<file path="config.mk">
export PLATFORM = sky130hd
export DESIGN_NAME = ucode_decoder
export DESIGN_NICKNAME = d
export VERILOG_FILES = /design/src/rtl/ucd_pkg.sv /design/src/rtl/ucd_table.sv /design/src/rtl/ucd_branch.sv /design/src/rtl/ucode_decoder.sv
export SDC_FILE = /design/constraint.sdc
export NUM_CORES = 1
export LEC_CHECK = 0
export BUFFER_PORTS_ARGS = -buffer_cell sky130_fd_sc_hd__buf_4
export CAP_MARGIN = 15
export CORE_AREA = 2 2 248 250
export DETAILED_ROUTE_END_ITERATION = 8
export DIE_AREA = 0 0 250 252
export PLACE_DENSITY_LB_ADDON = 0.12
export SLEW_MARGIN = 10
export SYNTH_ARGS = -nofsm -noshare
export SYNTH_HDL_FRONTEND = slang
export SYNTH_SLANG_ARGS = --single-unit
</file>
<file path="constraint.sdc">
create_clock -name clk -period 9.7 [get_ports clk]
set_clock_uncertainty 0.1 [all_clocks]
set_input_delay 2.425 -clock clk [delete_from_list [all_inputs] [get_ports clk]]
set_output_delay 2.425 -clock clk [all_outputs]
set_load 0.05 [all_outputs]
</file>
<file path="src/rtl/ucd_pkg.sv">
// Shared constants, phase encoding and default table content for the
// microcode decoder. Assumes three active phases following an idle phase A.
package ucd_pkg;
    parameter int CTRL_W  = 16;
    parameter int OP_W    = 3;
    parameter int ARG_W   = 5;
    parameter int INSTR_W = OP_W + ARG_W;
    parameter int PH_W    = 2;
    parameter int NUM_ACT = 3;
    localparam int NUM_OP   = 1 << OP_W;
    localparam int GEN_BITS = 12;
    localparam int BIT_JMP  = 15;
    localparam int BIT_CGT  = 14;
    localparam int BIT_CEQ  = 13;
    localparam int BIT_CLT  = 12;

    typedef enum logic [PH_W-1:0] {
        PH_A = 2'd0,
        PH_B = 2'd1,
        PH_C = 2'd2,
        PH_D = 2'd3
    } phase_e;

    // Default entry for opcode op and active phase index act (0 = B).
    function automatic logic [CTRL_W-1:0] dflt_entry(input int op, input int act);
        logic [CTRL_W-1:0] v;
        v = '0;
        if (op < NUM_OP - 2) begin
            v[(3 * op + act) % GEN_BITS] = 1'b1;
        end else if (op == NUM_OP - 2) begin
            if (act == NUM_ACT - 1) v[BIT_JMP] = 1'b1;
        end else begin
            if (act == NUM_ACT - 1) begin
                v[BIT_CGT] = 1'b1;
                v[BIT_CEQ] = 1'b1;
                v[BIT_CLT] = 1'b1;
            end
        end
        return v;
    endfunction
endpackage

</file>
<file path="src/rtl/ucd_table.sv">
// Writable control table, one entry per opcode and active phase.
// Assumes phase code 0 has no entries; writes to it are dropped and
// reads of it return zero. Read is combinational, write is registered.
module ucd_table
    import ucd_pkg::*;
(
    input  logic              clk,
    input  logic              rst_n,
    input  logic              we_i,
    input  logic [OP_W-1:0]   wop_i,
    input  logic [PH_W-1:0]   wph_i,
    input  logic [CTRL_W-1:0] wdata_i,
    input  logic [OP_W-1:0]   rop_i,
    input  logic [PH_W-1:0]   rph_i,
    output logic [CTRL_W-1:0] rdata_o
);
    logic [CTRL_W-1:0] mem [NUM_OP][NUM_ACT];

    for (genvar g = 0; g < NUM_OP; g++) begin : g_op
        for (genvar a = 0; a < NUM_ACT; a++) begin : g_act
            // Reload default on reset, otherwise take an addressed write.
            always_ff @(posedge clk) begin
                if (!rst_n) begin
                    mem[g][a] <= dflt_entry(g, a);
                end else if (we_i && wop_i == OP_W'(g) && wph_i == PH_W'(a + 1)) begin
                    mem[g][a] <= wdata_i;
                end
            end
        end
    end

    // Select the entry for the current opcode and phase; phase A reads zero.
    always_comb begin
        if (rph_i == PH_W'(PH_A)) rdata_o = '0;
        else                      rdata_o = mem[rop_i][rph_i - PH_W'(1)];
    end
endmodule

</file>
<file path="src/rtl/ucd_branch.sv">
// Program-counter load decision from the jump bits of the current entry.
// Assumes the flags are already settled by the instruction before.
module ucd_branch
    import ucd_pkg::*;
(
    input  logic [3:0]      jbits_i,  // {jump, cond_gt, cond_eq, cond_lt}
    input  logic [PH_W-1:0] phase_i,
    input  logic            trig_i,
    input  logic            gt_i,
    input  logic            eq_i,
    input  logic            lt_i,
    output logic            load_o
);
    logic cond_hit;

    // Raise a load only in phase D under the strobe, on jump or enabled flag.
    always_comb begin
        cond_hit = |(jbits_i[2:0] & {gt_i, eq_i, lt_i});
        load_o   = (phase_i == PH_W'(PH_D)) && trig_i && (jbits_i[3] || cond_hit);
    end
endmodule

</file>
<file path="src/rtl/ucode_decoder.sv">
// Top of the phase-indexed microcode decoder. Splits the instruction word,
// reads the control table and resolves the jump request. All outputs are
// combinational from the inputs and the table state.
module ucode_decoder
    import ucd_pkg::*;
(
    input  logic               clk,
    input  logic               rst_n,
    input  logic [INSTR_W-1:0] instr_i,
    input  logic [PH_W-1:0]    phase_i,
    input  logic               trig_i,
    input  logic               flag_gt_i,
    input  logic               flag_eq_i,
    input  logic               flag_lt_i,
    input  logic               tbl_we_i,
    input  logic [OP_W-1:0]    tbl_op_i,
    input  logic [PH_W-1:0]    tbl_ph_i,
    input  logic [CTRL_W-1:0]  tbl_data_i,
    output logic [CTRL_W-1:0]  ctrl_o,
    output logic               pc_load_o,
    output logic [ARG_W-1:0]   pc_target_o
);
    logic [OP_W-1:0]   opcode;
    logic [CTRL_W-1:0] entry;

    // Field split: opcode on top, operand below.
    always_comb begin
        opcode      = instr_i[INSTR_W-1:ARG_W];
        pc_target_o = instr_i[ARG_W-1:0];
    end

    ucd_table u_table (
        .clk     (clk),
        .rst_n   (rst_n),
        .we_i    (tbl_we_i),
        .wop_i   (tbl_op_i),
        .wph_i   (tbl_ph_i),
        .wdata_i (tbl_data_i),
        .rop_i   (opcode),
        .rph_i   (phase_i),
        .rdata_o (entry)
    );

    ucd_branch u_branch (
        .jbits_i (entry[BIT_JMP:BIT_CLT]),
        .phase_i (phase_i),
        .trig_i  (trig_i),
        .gt_i    (flag_gt_i),
        .eq_i    (flag_eq_i),
        .lt_i    (flag_lt_i),
        .load_o  (pc_load_o)
    );

    // Drive the control lines straight from the selected entry.
    always_comb ctrl_o = entry;
endmodule

</file>
* Word level (Yosys, flattened, before mapping) *
Memory sizes are Yosys's and may differ from the RTL's.
Index checks and enable logic that the tools add are counted.

word-level totals
  flip-flop bits (word level) = 0
  latch bits = 0
  bits in writable memories = 384
  bits in read-only memories = 0
  input bits = 38
  output and inout bits = 22
  logic and storage cells = 179
  memories kept = 1

operators by class
  add/sub/neg operators = 1
  multipliers = 0
  divide/modulo/power cells = 0
  $lt $le $gt $ge = 1
  equal/unequal tests = 11
  shift-type cells = 0
  muxes and demuxes = 101
  bitwise operators = 26
  reductions and logical operators = 38

memories
  name         words  bits a word  rd ports  clocked after Yosys merged registers in  write ports  RTL line         text
  u_table.mem  8      48           1         0                                        8            ucd_table.sv:17  logic [CTRL_W-1:0] mem [NUM_OP][NUM_ACT];

operator list
  cell                 count
  $mux 16              27
  $mux 1               73
  $logic_and 1x1->1    34
  $bmux 16 s2          1
  $or 1x1->1           24
  $eq 3x3->1 const B   4
  $eq 2x2->1 const B   3
  $eq 3x2->1 const B   2
  $and 3x3->3          1
  $eq 3x1->1 const B   1
  $ge 3x3->1 const B   1
  $logic_not 3->1      1
  $not 2->3            1
  $reduce_or 3->1      1
  $eq 2x1->1 const B   1
  $logic_not 2->1      1
  $sub 2x1->2 const B  1
  $logic_or 1x1->1     1

* Longest topological paths before layout *
Gate-level depths: netlist of run 1.

  depth after elaboration = 10
  mapped depth = 9
  mapped depth without buffers = 7

* Cells and area by module *
Synthesis of run 1 repeated with hierarchy kept, for this count alone.

unflattened totals
  cell total of the unflattened synthesis = 1209
  area total of the unflattened synthesis = 17802.1 um^2

by module, submodules not included
  module         instances  cells an instance  area each (um^2)  seq. area each (um^2)
  ucd_table      1          1200               17742.0           11531.1
  ucode_decoder  1          5                  37.5              0.0
  ucd_branch     1          4                  22.5              0.0

* Worst setup path after synthesis of run 1 *
No wires, ideal clock.

  path kind = in2out
  start = input port phase_i[0]
  end = output port pc_load_o
  arrival time = 4908 ps
  required time = 7175 ps
  path slack = 2267 ps
  stages on the path = 8
  buffers on the path = 2
  cells stage by stage = clkbuf_1 > inv_1 > ha_1 > clkinv_1 > buf_2 > o2111ai_1 > a311o_1 > a41oi_1

on the way
  cells in the longest elaborated chain, start to end = 10
  elaborated cells on any way between the ends = 13
  those cells by class = 1 x add/sub; 1 x eq/ne; 4 x mux; 2 x bitwise; 5 x reduce/logical

ends and longest elaborated chain
  item                                         RTL line             text
  from (decl)                                  ucode_decoder.sv:10  input logic [PH_W-1:0] phase_i,
  $sub 2x1->2                                  ucd_table.sv:35      else rdata_o = mem[rop_i][rph_i - PH_W'(1)];
  $not 2->3 (not written as such)              ucd_table.sv:35
  $bmux 16 s2                                  ucd_table.sv:35
  $mux 16 (not written as such) (2 in series)  ucd_table.sv:35
  $mux 16                                      ucd_table.sv:34      if (rph_i == PH_W'(PH_A)) rdata_o = '0;
  $and 3x3->3                                  ucd_branch.sv:18     cond_hit = |(jbits_i[2:0] & {gt_i, eq_i, lt_i});
  $reduce_or 3->1                              ucd_branch.sv:18
  $logic_or 1x1->1                             ucd_branch.sv:19     load_o = (phase_i == PH_W'(PH_D)) && trig_i && (jbits_i[3] || cond_hit);
  $logic_and 1x1->1 (*)                        ucd_branch.sv:19
  to (decl)                                    ucode_decoder.sv:20  output logic pc_load_o,

Mark *: on every way between the ends. The rest lies on a longest branch, timed or not. The select of a mux whose other input is x is not followed.

* Worst setup path in the final report of run 1 *
Ends and elaborated chain as after synthesis.

==> results.md, run 1 <==
* Overall power at 3.953 mW
* Max FFs per register at 384
* Seq cells post-synth at 384
* DRC at 0
* IO Pins at 60
* Row count at 90
* Setup TNS at 0 ns
* Hold_buf cts at 0
* Worst slew margin at 22.56%
* Initial antenna violation count at 12
* Share of the synthesized area in the top cell type at 64.51%
* Synth area leader: edfxtp_1
* GRT Total Usage at 18.27%
* VDD IR max at 0.1250 mV
* Ranking of synthesized cells by area: edfxtp_1 (65%), and2_1 (13%), mux4_2 (10%)
* Number of global-route vias before repair at 10340
* Post-synth top flop: edfxtp_1
* Routed wire length at 56720 um
* Dominant cell by count in the synthesized netlist: edfxtp_1
* Final GP Congestion at 0.7856
* Synth Cell Area at 17880 um^2
* Syn_area_per_cell at 15.01 um^2
* Worst Max-Slew Pin Slew at 1.162 ns
* DR vias/cell at 4.939
* First-pass GRT wire length at 80950 um
* Die W at 250 um
* Worst path arrival time at 5.36 ns
* First-pass iteration count of the detailed router at 5
* TritonCTS clock tree: done
* CTS resizes at 0
* Run status: finished clean
* Tcrit/Tclk final at 81.32%
* Leak at 7.132 nW
* Largest family of logic cells by synthesized area: simple AND/OR/NAND/NOR gates
* Chip Height at 252 um
* ANT cells at 0
* Routed WL per cell at 27.80 um
* Post-Synth Adder-Cell Area at 0.1400%
* RSZ-0062 raised after global routing: no
* Num CTS Buffers at 45
* Synth top cells by count: edfxtp_1 (384), and2_1 (362), mux4_2 (80), clkbuf_1 (74), nand2_1 (57)
* Initial Util at 29.73%
* Worst Path Required at 7.18 ns
* Asr flop ratio synth at 0%
* CP Launch Type: primary input
* Mapped Cells at 1191
* Synth warnings at 0
* Final nets at 1263
* Post-CTS setup repair buffer count at 0
* Setup crit end kind: output port
* Worst Hold Class: in -> reg
* Crit path kind: in -> out
* Core region area at 60130 um^2
* Root Driver: clkbuf_16
* Dpl hpwl at 35590 um
* M1 WL at 26300 um
* IO Port Bufs at 49
* Routed Antenna Nets at 0
* Vias at 10080
* Fraction of synthesized cell area in xor and xnor cells at 0%
* Crit path capture: pc_load_o
* Fin. Hold Viols at 0
* Pins over their slew limit at 0
* Pwr Density at 192.7 nW/um^2
* Syn-to-layout area delta at 14.74%
* CTS max path bufs at 3
* Endpoints failing setup at 0
* Register area share after synthesis at 64.51%
* Drt initial violations at 815
* Mux cell area share after synthesis at 13.66%
* Synth Area in Simple Gates at 16.45%
* Most flops, register: u_table.mem
* Die area at 63000 um^2
* Post-synth net total at 1231
* CTS H-tree lvls at 2
* Clk sink count at 384
* Met2 wire len at 25820 um
* Max Freq at 126.8 MHz
* Fin crit period at 7.888 ns
* Grt ovf at 0
* Biggest regs: u_table.mem: 384 flops
* Share of post-route cells with drive strength above 1 at 21.07%
* Number of synthesized flops with an enable pin at 384
* Met3 wire length at 3401 um
* Clock-pin transition on the worst setup and hold timing paths at 0.06 ns
* CP max FO at 19
* Top routing layer used: met5
* Max Cap Viol at 0
* Complex-gate fraction of the synthesized area at 2.289%
* Pin count of the biggest net entering global routing at 46
* Post-synthesis cell type count at 43
* CP startpoint: phase_i[0]
worst min path at each step:
stage | from | slack (ns) | to | cells after the start
floorplan | tbl_data_i[1] | 2.50 | u_table.mem[0][17] | 1
global route | tbl_data_i[2] | 2.28 | u_table.mem[5][2] | 2
CTS | tbl_data_i[2] | 2.26 | u_table.mem[6][2] | 2
finish | tbl_data_i[2] | 2.29 | u_table.mem[6][2] | 2
global placement | tbl_data_i[2] | 2.88 | u_table.mem[0][2] | 2
detailed placement | tbl_data_i[2] | 2.88 | u_table.mem[4][2] | 2
logic make-up after synthesis:
kind of cell,Yosys count
AND/OR/NAND/NOR,509
AO/OA/AOI/OAI,63
multiplexers,125
adder cells (fa/ha/maj),2
flip-flops,384
buffers and inverters,108
cell type report:
cell class,count,area (um^2)
clock buffers,53,1199
clock inverters,29,180.2
fillers,5837,39620
inverters,7,26.28
multi-input cells,699,5914
flip-flops and latches,384,11530
well taps,782,978.4
repair buffers,86,681.9
routing by layer:
layer / GRT usage (%) / up-vias
met5: 0 / -
met4: 4.773 / 6
met3: 3.704 / 73
met2: 28.20 / 304
met1: 26.24 / 5239
li1: - / 4454
stage by stage:
| step | setup slack, ns | std cells | hold slack, ns | area [um^2] | util [%] |
|---|---|---|---|---|---|
| after floorplan | 2.267 | 1191 | 2.505 | 17880 | - |
| after global placement | 1.874 | 1954 | 2.879 | 19090 | 31.75 |
| after detailed placement | 1.810 | 1955 | 2.885 | 19100 | 31.77 |
| after CTS | 1.802 | 2037 | 2.262 | 20480 | 34.06 |
| after global routing | 1.555 | 2040 | 2.282 | 20510 | 34.11 |
| final | 1.812 | 2040 | 2.291 | 20510 | 34.11 |
where the power goes:
| group | switching, mW | leakage (nW) | total [mW] | internal, mW |
|---|---|---|---|---|
| registers | 0.0274 | 3.67 | 1.94 | 1.92 |
| logic | 0.250 | 2.77 | 0.378 | 0.128 |
| clock network | 0.701 | 0.686 | 1.63 | 0.931 |
worst max-delay path: stages:
cell and delay (ns):
buf_4 0.25, inv_1 0.11, ha_1 0.32, clkinv_1 0.72, nor3_1 0.56, nand4_1 0.19
a31o_2 0.29, a41oi_1 0.24, buf_4 0.24
layout by cell type, fill, tap and decap left out, types with 15 or more instances in the layout:
master / count
edfxtp_1: 384
and2_1: 362
buf_4: 81
mux4_2: 80
nand2_1: 57
clkbuf_16: 47
nor2_1: 35
mux2i_1: 26
or3_1: 23
o21ai_2: 23
clkinv_1: 16
a22oi_1: 15
Note: power is estimated with default switching activity, not from simulation.
==> run 2, diff against run 1 <==
clock period = 6.3 ns   (was 9.7 ns; I/O delays follow)
==> results.md, run 2 (synthesis gave the netlist of run 1 again) <==
* Biggest regs: u_table.mem: 384 flops
* Max FFs per register at 384
* CTS resizes at 0
* Chip Height at 252 um
* Fin crit period at 5.631 ns
* Dpl hpwl at 35700 um
* Seq. cell area at 11530 um^2
* Initial Util at 29.73%
* Final instance area at 20670 um^2
* Leak at 7.192 nW
* IO Port Bufs at 49
* Syn-to-layout area delta at 15.62%
* CP max FO at 19
* Final GP Congestion at 0.7829
* IO Pins at 60
* Met3 wire length at 2645 um
* Pwr Density at 294.0 nW/um^2
* TritonCTS clock tree: done
* Sw Share at 23.96%
* Commonest non-fill, non-tap cell in the layout: edfxtp_1
* Top routing layer used: met5
* Run status: finished clean
* DRC at 0
* Vias at 10070
* Routed wire length at 55180 um
* Num CTS Buffers at 45
* Seq pwr share at 49.2%
* CP Launch Type: primary input
* Worst path arrival time at 3.96 ns
* Layout Cells excl Fill at 2053
* Max Freq at 177.6 MHz
* Fill count at 5828
* Multi-input logic area at 5929 um^2
* M1 WL at 26220 um
* Setup TNS at 0 ns
* Dpl cell area at 19270 um^2
* Share of post-route cells with drive strength above 1 at 21.83%
* First-pass GRT wire length at 79470 um
* First-pass iteration count of the detailed router at 5
* Max Cap Viol at 0
* Worst Path Required at 4.62 ns
* Cells after DPL at 1971
* Met2 wire len at 25260 um
* Tcrit/Tclk final at 89.38%
* Comb pwr share at 9.6%
* Root Driver: clkbuf_16
* Clock-pin transition on the worst setup and hold timing paths at 0.06 ns
* Clock share of power at 41.2%
* Routed Antenna Nets at 0
* Worst Hold Class: in -> reg
* Worst Max-Slew Pin Slew at 1.090 ns
* Worst slew margin at 27.34%
* Hold Path Sink: u_table.mem[2][22]
* Fin. Hold Viols at 0
* VDD IR max at 0.1544 mV
* CTS H-tree lvls at 2
* Row count at 90
* Routed WL per cell at 26.88 um
* Post-CTS setup repair buffer count at 0
* Drt initial violations at 897
* Pin count of the biggest net entering global routing at 34
* Number of global-route vias before repair at 10550
* Grt ovf at 0
* Power Internal at 4.620 mW
* Initial antenna violation count at 3
* Core region area at 60130 um^2
* Crit path kind: in -> out
* RSZ-0062 raised after global routing: no
* Switching power at 1.456 mW
* Hold path start: tbl_data_i[6]
* Setup crit end kind: output port
* WHS Path Cells at 2
* Die area at 63000 um^2
* Clk sink count at 384
* CTS max path bufs at 3
* Final nets at 1278
* Most flops, register: u_table.mem
* GRT Total Usage at 17.69%
* Most frequent cells in the layout: edfxtp_1 (384), and2_1 (362), buf_4 (93)
* Hold_buf cts at 0
* Die W at 250 um
* DR vias/cell at 4.906
* Hold Slack at 1.386 ns
* Endpoints failing setup at 0
* Overall power at 6.076 mW
* Pins over their slew limit at 0
## run 2: final cells by class
| type | instances | area share, % |
|---|---|---|
| flip-flops and latches | 384 | 55.79 |
| diodes | 2 | 0.02421 |
| repair buffers | 101 | 4.062 |
| clock inverters | 22 | 0.9262 |
| well taps | 782 | 4.734 |
| inverters | 7 | 0.1271 |
| clock buffers | 56 | 5.648 |
| multi-input cells | 699 | 28.69 |
## run 2: worst max-delay path, stage by stage
cell	delay [ns]
buf_4	0.24
inv_1	0.09
ha_1	0.33
clkinv_1	0.09
buf_4	0.22
nor3_1	0.38
nand4_1	0.20
a31o_2	0.29
a41oi_1	0.28
buf_4	0.25
## run 2: routing by layer
layer	vias up	track usage (%)
met3	75	3.074
li1	4478	-
met4	2	3.952
met1	5247	25.59
met5	-	0
met2	270	27.82
## run 2: power groups by stage
stage,Combinational (mW),Clock [mW],Sequential [mW]
2_1_floorplan,0.353,0,3.03
3_3_place_gp,0.593,0,3.04
3_5_place_dp,0.592,0,3.04
4_1_cts,0.593,2.57,2.99
5_1_grt,0.616,2.67,3.00
6_report,0.581,2.51,2.99
## run 2: worst max-delay path by stage
stage | from | to | cells past startpoint
2_1_floorplan | phase_i[0] | pc_load_o | 8
3_3_place_gp | instr_i[5] | ctrl_o[0] | 7
3_5_place_dp | phase_i[0] | pc_load_o | 10
4_1_cts | phase_i[0] | pc_load_o | 10
5_1_grt | phase_i[0] | pc_load_o | 10
6_report | phase_i[0] | pc_load_o | 10
## run 2: per-stage QoR
stage               util [%]  worst slack, ns
floorplan                  -           0.5672
global placement       32.05           0.7463
detailed placement     32.05           0.7201
CTS                    34.31           0.7142
global route           34.36           0.4925
finish                 34.37           0.6689
